<file path="src/rtl/alu8_pkg.sv">
package alu8_pkg;

    typedef enum logic [2:0] {
        OP_ADD = 3'd0,
        OP_SUB = 3'd1,
        OP_CMP = 3'd2,
        OP_AND = 3'd3,
        OP_OR  = 3'd4,
        OP_XOR = 3'd5,
        OP_INC = 3'd6,
        OP_DEC = 3'd7
    } alu_op_e;

    localparam int FLAG_W = 8;
    localparam int BIT_S  = 7;
    localparam int BIT_Z  = 6;
    localparam int BIT_H  = 4;
    localparam int BIT_PV = 2;
    localparam int BIT_N  = 1;
    localparam int BIT_C  = 0;

    typedef struct packed {
        logic s;
        logic z;
        logic h;
        logic pv;
        logic n;
        logic c;
    } flags_t;

    localparam flags_t FLAGS_CLR = '{s: 1'b0, z: 1'b0, h: 1'b0, pv: 1'b0, n: 1'b0, c: 1'b0};

    function automatic logic [FLAG_W-1:0] pack_flags(input flags_t f);
        logic [FLAG_W-1:0] v;
        v         = '0;
        v[BIT_S]  = f.s;
        v[BIT_Z]  = f.z;
        v[BIT_H]  = f.h;
        v[BIT_PV] = f.pv;
        v[BIT_N]  = f.n;
        v[BIT_C]  = f.c;
        return v;
    endfunction

endpackage

</file>
<file path="src/rtl/alu8_addsub.sv">
module alu8_addsub #(
    parameter int DATA_W = 8
) (
    input  logic [DATA_W-1:0] a_i,
    input  logic [DATA_W-1:0] b_i,
    input  logic              sub_i,
    output logic [DATA_W-1:0] sum_o,
    output logic              carry_o,
    output logic              half_o,
    output logic              ovf_o
);
    localparam int NIB_W = DATA_W / 2;
    localparam int MSB   = DATA_W - 1;

    logic [DATA_W-1:0] b_x;
    logic [DATA_W:0]   full;
    logic [NIB_W:0]    low;

    always_comb begin
        b_x     = sub_i ? ~b_i : b_i;
        full    = {1'b0, a_i} + {1'b0, b_x} + {{DATA_W{1'b0}}, sub_i};
        low     = {1'b0, a_i[NIB_W-1:0]} + {1'b0, b_x[NIB_W-1:0]} + {{NIB_W{1'b0}}, sub_i};
        sum_o   = full[DATA_W-1:0];
        // For subtraction the raw carry is the inverse of the borrow
        carry_o = full[DATA_W] ^ sub_i;
        half_o  = low[NIB_W] ^ sub_i;
        ovf_o   = (a_i[MSB] == b_x[MSB]) && (sum_o[MSB] != a_i[MSB]);
    end

endmodule

</file>
<file path="src/rtl/alu8_logic.sv">
module alu8_logic #(
    parameter int DATA_W = 8
) (
    input  logic [DATA_W-1:0] a_i,
    input  logic [DATA_W-1:0] b_i,
    input  logic [1:0]        sel_i,
    output logic [DATA_W-1:0] res_o,
    output logic              even_o
);
    // sel_i: 0 = AND, 1 = OR, 2 = XOR
    logic [DATA_W-1:0] lanes [3];

    for (genvar g = 0; g < DATA_W; g++) begin : g_bit
        assign lanes[0][g] = a_i[g] & b_i[g];
        assign lanes[1][g] = a_i[g] | b_i[g];
        assign lanes[2][g] = a_i[g] ^ b_i[g];
    end

    always_comb begin
        unique case (sel_i)
            2'd0:    res_o = lanes[0];
            2'd1:    res_o = lanes[1];
            default: res_o = lanes[2];
        endcase
        even_o = ~^res_o;
    end

endmodule

</file>
<file path="src/rtl/alu8_core.sv">
module alu8_core
    import alu8_pkg::*;
#(
    parameter int DATA_W = 8
) (
    input  logic              clk_i,
    input  logic              rst_ni,
    input  logic [2:0]        op_i,
    input  logic [DATA_W-1:0] a_i,
    input  logic [DATA_W-1:0] b_i,
    input  logic              flag_we_i,
    output logic [DATA_W-1:0] res_o,
    output logic              res_we_o,
    output logic [FLAG_W-1:0] flags_next_o,
    output logic [FLAG_W-1:0] flags_o
);
    localparam int MSB = DATA_W - 1;
    localparam logic [DATA_W-1:0] ONE = {{(DATA_W-1){1'b0}}, 1'b1};

    typedef struct packed {
        logic [DATA_W-1:0] res;
        logic              we;
        flags_t            fl;
    } calc_t;

    alu_op_e           op;
    logic              is_step, is_sub, is_logic;
    logic [DATA_W-1:0] arith_b;
    logic [DATA_W-1:0] as_sum;
    logic              as_carry, as_half, as_ovf;
    logic [1:0]        lg_sel;
    logic [DATA_W-1:0] lg_res;
    logic              lg_even;

    calc_t  calc_d;
    flags_t flags_d, flags_q;

    always_comb begin
        op       = alu_op_e'(op_i);
        is_step  = (op == OP_INC) || (op == OP_DEC);
        is_sub   = (op == OP_SUB) || (op == OP_CMP) || (op == OP_DEC);
        is_logic = (op == OP_AND) || (op == OP_OR) || (op == OP_XOR);
        arith_b  = is_step ? ONE : b_i;
        unique case (op)
            OP_AND:  lg_sel = 2'd0;
            OP_OR:   lg_sel = 2'd1;
            default: lg_sel = 2'd2;
        endcase
    end

    alu8_addsub #(.DATA_W(DATA_W)) i_addsub (
        .a_i     (a_i),
        .b_i     (arith_b),
        .sub_i   (is_sub),
        .sum_o   (as_sum),
        .carry_o (as_carry),
        .half_o  (as_half),
        .ovf_o   (as_ovf)
    );

    alu8_logic #(.DATA_W(DATA_W)) i_logic (
        .a_i    (a_i),
        .b_i    (b_i),
        .sel_i  (lg_sel),
        .res_o  (lg_res),
        .even_o (lg_even)
    );

    // Process 1: every next value
    always_comb begin
        calc_d     = '0;
        calc_d.res = is_logic ? lg_res : as_sum;
        calc_d.we  = (op != OP_CMP);
        calc_d.fl.s = calc_d.res[MSB];
        calc_d.fl.z = (calc_d.res == '0);
        if (is_logic) begin
            calc_d.fl.h  = (op == OP_AND);
            calc_d.fl.pv = lg_even;
            calc_d.fl.n  = 1'b0;
            calc_d.fl.c  = 1'b0;
        end else begin
            calc_d.fl.h  = as_half;
            calc_d.fl.pv = as_ovf;
            calc_d.fl.n  = is_sub;
            calc_d.fl.c  = is_step ? flags_q.c : as_carry;
        end
        flags_d = flag_we_i ? calc_d.fl : flags_q;
    end

    // Process 2: flag register
    always_ff @(posedge clk_i or negedge rst_ni) begin
        if (!rst_ni) begin
            flags_q <= FLAGS_CLR;
        end else begin
            flags_q <= flags_d;
        end
    end

    assign res_o        = calc_d.res;
    assign res_we_o     = calc_d.we;
    assign flags_next_o = pack_flags(calc_d.fl);
    assign flags_o      = pack_flags(flags_q);

endmodule

</file>
<file path="config.mk">
export PLATFORM = sky130hd
export DESIGN_NAME = alu8_core
export DESIGN_NICKNAME = d
export VERILOG_FILES = /design/src/rtl/alu8_pkg.sv /design/src/rtl/alu8_addsub.sv /design/src/rtl/alu8_logic.sv /design/src/rtl/alu8_core.sv
export SDC_FILE = /design/constraint.sdc
export NUM_CORES = 1
export LEC_CHECK = 0
export BUFFER_PORTS_ARGS = -buffer_cell sky130_fd_sc_hd__buf_4
export CAP_MARGIN = 20
export CORE_MARGIN = 3
export CORE_UTILIZATION = 40
export CTS_BUF_LIST = sky130_fd_sc_hd__clkbuf_8 sky130_fd_sc_hd__clkbuf_16
export DETAILED_ROUTE_END_ITERATION = 10
export PLACE_DENSITY = 0.65
export SKIP_LAST_GASP = 1
export SLEW_MARGIN = 20
export SYNTH_ARGS = -nofsm -noshare
export SYNTH_HDL_FRONTEND = slang
export SYNTH_HIERARCHICAL = 1
export SYNTH_SLANG_ARGS = --single-unit
export TNS_END_PERCENT = 5
</file>
<file path="constraint.sdc">
create_clock -name clk_i -period 4.5 [get_ports clk_i]
set_input_delay 0.9 -clock clk_i [delete_from_list [all_inputs] [get_ports clk_i]]
set_output_delay 0.9 -clock clk_i [all_outputs]
set_load 0.005 [all_outputs]
</file>
### Yosys cells after proc, flatten, opt, wreduce, memory -nomap -nowiden

Index checks and enable logic that the tools add are counted.

| storage, ports and cells | value |
|---|---|
| register bits | 6 |
| input port bits | 22 |
| output and inout bits | 25 |
| word-level logic and storage cells | 64 |

| cells by class | value |
|---|---|
| $add $sub $neg | 4 |
| equality and inequality tests | 11 |
| mux-type cells | 7 |
| bitwise operators | 27 |
| reduce and logical (&&, ||, !) cells | 9 |

Operators with widths:

| operator | number |
|---|---|
| two-way mux 8 bit | 3 |
| case mux 8 bit (2 select lines) | 1 |
| == test 3 bit, second input constant | 4 |
| bitwise XOR 1 bit | 10 |
| adder 8 x 8 -> 9 bit | 1 |
| adder 9 x 1 -> 9 bit | 1 |
| bitwise AND 1 bit | 8 |
| logical NOT 8 bit | 1 |
| inverter 8 bit | 1 |
| OR 1 bit | 8 |
| XNOR reduction 8 bit | 1 |
| == test 3 x 2 -> 1 bit, second input constant | 2 |
| adder 4 x 4 -> 5 bit | 1 |
| adder 5 x 1 -> 5 bit | 1 |
| logical OR 1 bit | 5 |
| two-way mux 4 bit | 1 |
| case mux 2 bit (2 select lines) | 1 |
| == test 3 x 1 -> 1 bit, second input constant | 1 |
| != test 3 x 2 -> 1 bit, second input constant | 1 |
| == test 2 x 1 -> 1 bit, second input constant | 1 |
| logical NOT 2 bit | 1 |
| == test 1 bit | 1 |
| logical AND 1 bit | 1 |
| two-way mux 1 bit | 1 |
| != test 1 bit | 1 |

### Depth between registers and ports, before layout

| logic depth | value |
|---|---|
| word-level depth | 10 |
| mapped depth | 16 |
| depth with buffers taken out | 14 |

### Hierarchy

The synthesis kept the hierarchy.

Modules (own cells, without submodules):

| module | instances | cells each | area an instance (um2) | sequential area each (um2) |
|---|---|---|---|---|
| alu8_core | 1 | 63 | 600.6 | 150.1 |
| alu8_logic | 1 | 71 | 556.8 | 0.0 |
| alu8_addsub | 1 | 56 | 434.2 | 0.0 |

### Worst setup path after synthesis

No wires, ideal clock.

| timing path | value |
|---|---|
| path kind | input to output |
| start point | input op_i[1] |
| end point | output flags_next_o[6] |
| arrival time | 3.600 ns |
| data required time | 3.600 ns |
| setup slack | 0.000 ns |
| stages on the path | 16 |
| path buffers | 2 |
| cell sequence | buf_6 xor2_1 nor2_1 a21oi_1 buf_6 xor2_1 inv_1 fa_1 nor2b_1 o2111ai_1 nand3_1 nor2_1 xnor2_1 mux2_2 or4b_4 nor2_1 |

| on the way | value |
|---|---|
| elaborated cells on any way between the ends | 23 |
| classes of those cells | 2 x add/sub; 8 x eq/ne; 5 x mux; 1 x bitwise; 7 x reduce/logical |

RTL lines:

| item | RTL line | source |
|---|---|---|
| start: declaration | alu8_core.sv:8 | `input logic [2:0] op_i,` |
| == test 3 x 1 -> 1 bit / == test 3 x 2 -> 1 bit (equally long branches) | alu8_core.sv:41 | `is_sub = (op == OP_SUB) \|\| (op == OP_CMP) \|\| (op == OP_DEC);` |
| logical OR 1 bit | alu8_core.sv:41 |  |
| logical OR 1 bit * | alu8_core.sv:41 |  |
| net is_sub | alu8_core.sv:27 | `logic is_step, is_sub, is_logic;` |
| two-way mux 8 bit | alu8_addsub.sv:20 | `b_x = sub_i ? ~b_i : b_i;` |
| adder 8 x 8 -> 9 bit | alu8_addsub.sv:21 | `full = {1'b0, a_i} + {1'b0, b_x} + {{DATA_W{1'b0}}, sub_i};` |
| adder 9 x 1 -> 9 bit * | alu8_addsub.sv:21 |  |
| net as_sum[6] | alu8_core.sv:29 | `logic [DATA_W-1:0] as_sum;` |
| two-way mux 8 bit * | alu8_core.sv:72 | `calc_d.res = is_logic ? lg_res : as_sum;` |
| net res_o[6] | alu8_core.sv:12 | `output logic [DATA_W-1:0] res_o,` |
| logical NOT 8 bit * | alu8_core.sv:75 | `calc_d.fl.z = (calc_d.res == '0);` |
| end: declaration | alu8_core.sv:14 | `output logic [FLAG_W-1:0] flags_next_o,` |

The timed path passes the listed nets; every way through them passes the cells marked *.

### Worst setup path in the final report

| timing path | value |
|---|---|
| start point | input op_i[0] |
| end point | output flags_next_o[6] |

| on the way | value |
|---|---|
| elaborated cells on any way between the ends | 23 |
| classes of those cells | 2 x add/sub; 8 x eq/ne; 5 x mux; 1 x bitwise; 7 x reduce/logical |

RTL lines:

| item | RTL line |
|---|---|
| == test 3 x 1 -> 1 bit / == test 3 x 2 -> 1 bit (equally long branches) | alu8_core.sv:41 |
| logical OR 1 bit | alu8_core.sv:41 |
| logical OR 1 bit * | alu8_core.sv:41 |
| net is_sub | alu8_core.sv:27 |
| two-way mux 8 bit | alu8_addsub.sv:20 |
| adder 8 x 8 -> 9 bit | alu8_addsub.sv:21 |
| adder 9 x 1 -> 9 bit * | alu8_addsub.sv:21 |
| net as_sum[6] | alu8_core.sv:29 |
| two-way mux 8 bit * | alu8_core.sv:72 |
| logical NOT 8 bit * | alu8_core.sv:75 |

Marks and branches as above.

==> flow_summary.toml <==
[run_status]
status = "finished, violations left"
violations = "negative setup slack"

[global_route]
antenna_found_initial = 0
grt_util_all_layers_pct = 15.5
grt_pass1_vias = 1430
grt_max_degree = 12
grt-ovfl-total = 0
grt_pass1_wl_mm = 6.40

[place]
numPortBuffers = 42
place_ws_ps = -151
dpl_cell_area_um2 = 2080
place_hpwl_mm = 3.07
gp_congestion = 0.898

[routing]
routed_wl_mm = 3.67
dr.pass1.iters = 4
vias_per_cell = 4.79
wire_per_inst_um = 11.9
route.vias.total = 1480
ant_nets = 0
first_iter_violations = 32
drc = 0

[worst_setup_path]
critical_path.max_stage_delay_ps = 560
startpoint_type = "input port"
crit_required_ps = 3600
critical_path_class = "in2out"
crit_slowest_cell = "or4b_4"
end_kind = "output pin"
worstPathCellList = "buf_4 > xor2_1 > nor2_2 > a21oi_4 > xor2_1 > inv_1 > fa_2 > nor2b_2 > o2111ai_1 > nand3_1 > nor2_1 > xnor2_1 > mux2_2 > or4b_4 > nor2_4 > buf_4"
crit_arrival_ps = 3730
cp_max_fo = 4

[yosys]
synth_commonest_cells = "23 x ha_1, 23 x inv_1, 16 x nand2_1"
synth_edf_count = 0
synthesis.area_um2 = 1590
yosysTopAreaCellShare_pct = 18.1
yosysSeqAreaShare_pct = 9.43
synthArstFlopShare_pct = 100
ys_warn_count = 6
synthCells = 190
synth-main-ff-cell = "dfrtp_1"
yosys.cell_types.count = 45
ys_ff_latch = 6
synth_top_area_cell = "ha_1"
synth.area.top_cells = "ha_1 18%, dfrtp_1 9.4%, xor2_1 7.7%"
avgSynthCellArea_um2 = 8.38

[cells_and_area]
largest_register_ffs = 6
fin_area_um2 = 2200
diodes = 0
nets = 309
area_growth_pct = 38.5
drive_gt1_share_pct = 43.3

[timing]
setup_viol = 1
fin_tns_setup_ps = -128
timing.fmax_mhz = 216
timing.final.crit_share_pct = 103
rsz0062_at_grt = "yes"
worst_slack_ps = -128
clock_skew_ps = 0
period_needed_ps = 4630
hold_violations = 0
slew_violations = 0

[flow_run]
maxCapViolations = 0

[power_and_ir_drop]
power_leakage_uw = 0.00116
power_density_nw_per_um2 = 277
total_power_uw = 611
ir_drop_uv = 168

[clocking]
clockBufferDepth = 2
cts_root_buffer = "clkbuf_8"
numClockSinks = 6
postCtsHoldBufs = 0
clk_pin_slew_ps = 40
cts_tree = "yes"
insertion_delay_ps = 220
numCtsBuffers = 3
htree_levels = 1

[hold_path]
hold_path_class = "in2async"

[floorplanning]
initial_utilization_pct = 42.5
die_w_um = 69.1
row_count = 22
pin_count = 47
die_area_um2 = 4770
core_area_um2 = 3740
die_h_um = 69.1
[area by class of cell]
class                      count  area [um^2]
multi-input combinational    153         1290
timing repair buffer          76          574
tap                           48         60.1
sequential                     6          150
fill                         368         1540
clock buffer                   3         41.3
inverter                      23         86.3
[kinds of logic (layout without fill, tap and decap cells)]
| logic type | count (synthesis) | after routing | share of synthesized area [%] |
|---|---|---|---|
| AOI/OAI and AO/OA | 29 | 29 | 14.2 |
| xor gates and xnor gates | 21 | 21 | 13.3 |
| adders and majority gates | 24 | 24 | 19.3 |
| buffers and inverters | 34 | 102 | 12.1 |
| DFF | 6 | 6 | 9.43 |
| muxes | 16 | 16 | 11.7 |
| other | 1 | 4 | 0.236 |
| and+or+nand+nor | 59 | 59 | 19.7 |
[per-stage QoR]
| stage | cells | hold WS, ps | util (%) |
|---|---|---|---|
| after floorplan | 193 | 481 | - |
| after global placement | 299 | 471 | 55.5 |
| after detailed placement | 299 | 478 | 55.5 |
| after CTS | 304 | 479 | 57.3 |
| after global routing | 309 | 478 | 58.9 |
| final | 309 | 479 | 58.9 |
[where the power goes]
group          total [uW]  leakage (uW)  internal, uW  switching [uW]
sequential           74.3     0.0000743          67.5            6.73
clock                78.7     0.0000216          57.3            21.4
combinational         458       0.00106           262             196
[cell usage in the layout, fill, tap and decap left out, types with 5 or more instances in the layout]
cell type  count
nor2_1        13
nand2_1       15
inv_1         23
dfrtp_1        6
and2_1         9
xnor2_1        5
o21ai_0        7
a21oi_1        5
mux2_2        10
xor2_1        14
buf_4         75
ha_1          23
[routing by layer]
metal | wire (um) | global-route usage (%) | up-vias
met1 | 1720 | 21.8 | 684
met5 | 0 | 0 | -
met3 | 152 | 2.62 | 0
li1 | - | - | 764
met4 | 0 | 1.30 | 0
met2 | 1800 | 25.8 | 32
[worst max-delay path: cells and delay by family]
kind | cells | cell delay, ps
AND/OR/NAND/NOR | 6 | 1040
XOR/XNOR | 3 | 490
adder cells (fa/ha/maj) | 1 | 400
buffers and inverters | 3 | 320
AO/OA/AOI/OAI | 2 | 300
multiplexers | 1 | 280
[path summary, 6_finish.rpt]
path	from	endpoint	slack (ps)	cells after the start
max	op_i[0]	flags_next_o[6]	-130	16
min	rst_ni	flags_o[2]$_DFFE_PN0P_	480	1
max reg2reg	flags_o[0]$_DFFE_PN0P_	flags_o[0]$_DFFE_PN0P_	3570	3
min reg2reg	flags_o[6]$_DFFE_PN0P_	flags_o[6]$_DFFE_PN0P_	480	2
max in group asynchronous	rst_ni	flags_o[4]$_DFFE_PN0P_	3910	1
min in group clk_i	flags_o[6]$_DFFE_PN0P_	flags_o[6]$_DFFE_PN0P_	480	2
[timing repair]
action | 4_1_cts | 5_1_grt
gates resized for setup | 4 | 6
pin swaps | 6 | 7
setup buffers | 2 | 5
endpoints found under the setup margin | 1 | 3
Power figures use the tool's default switching activity.
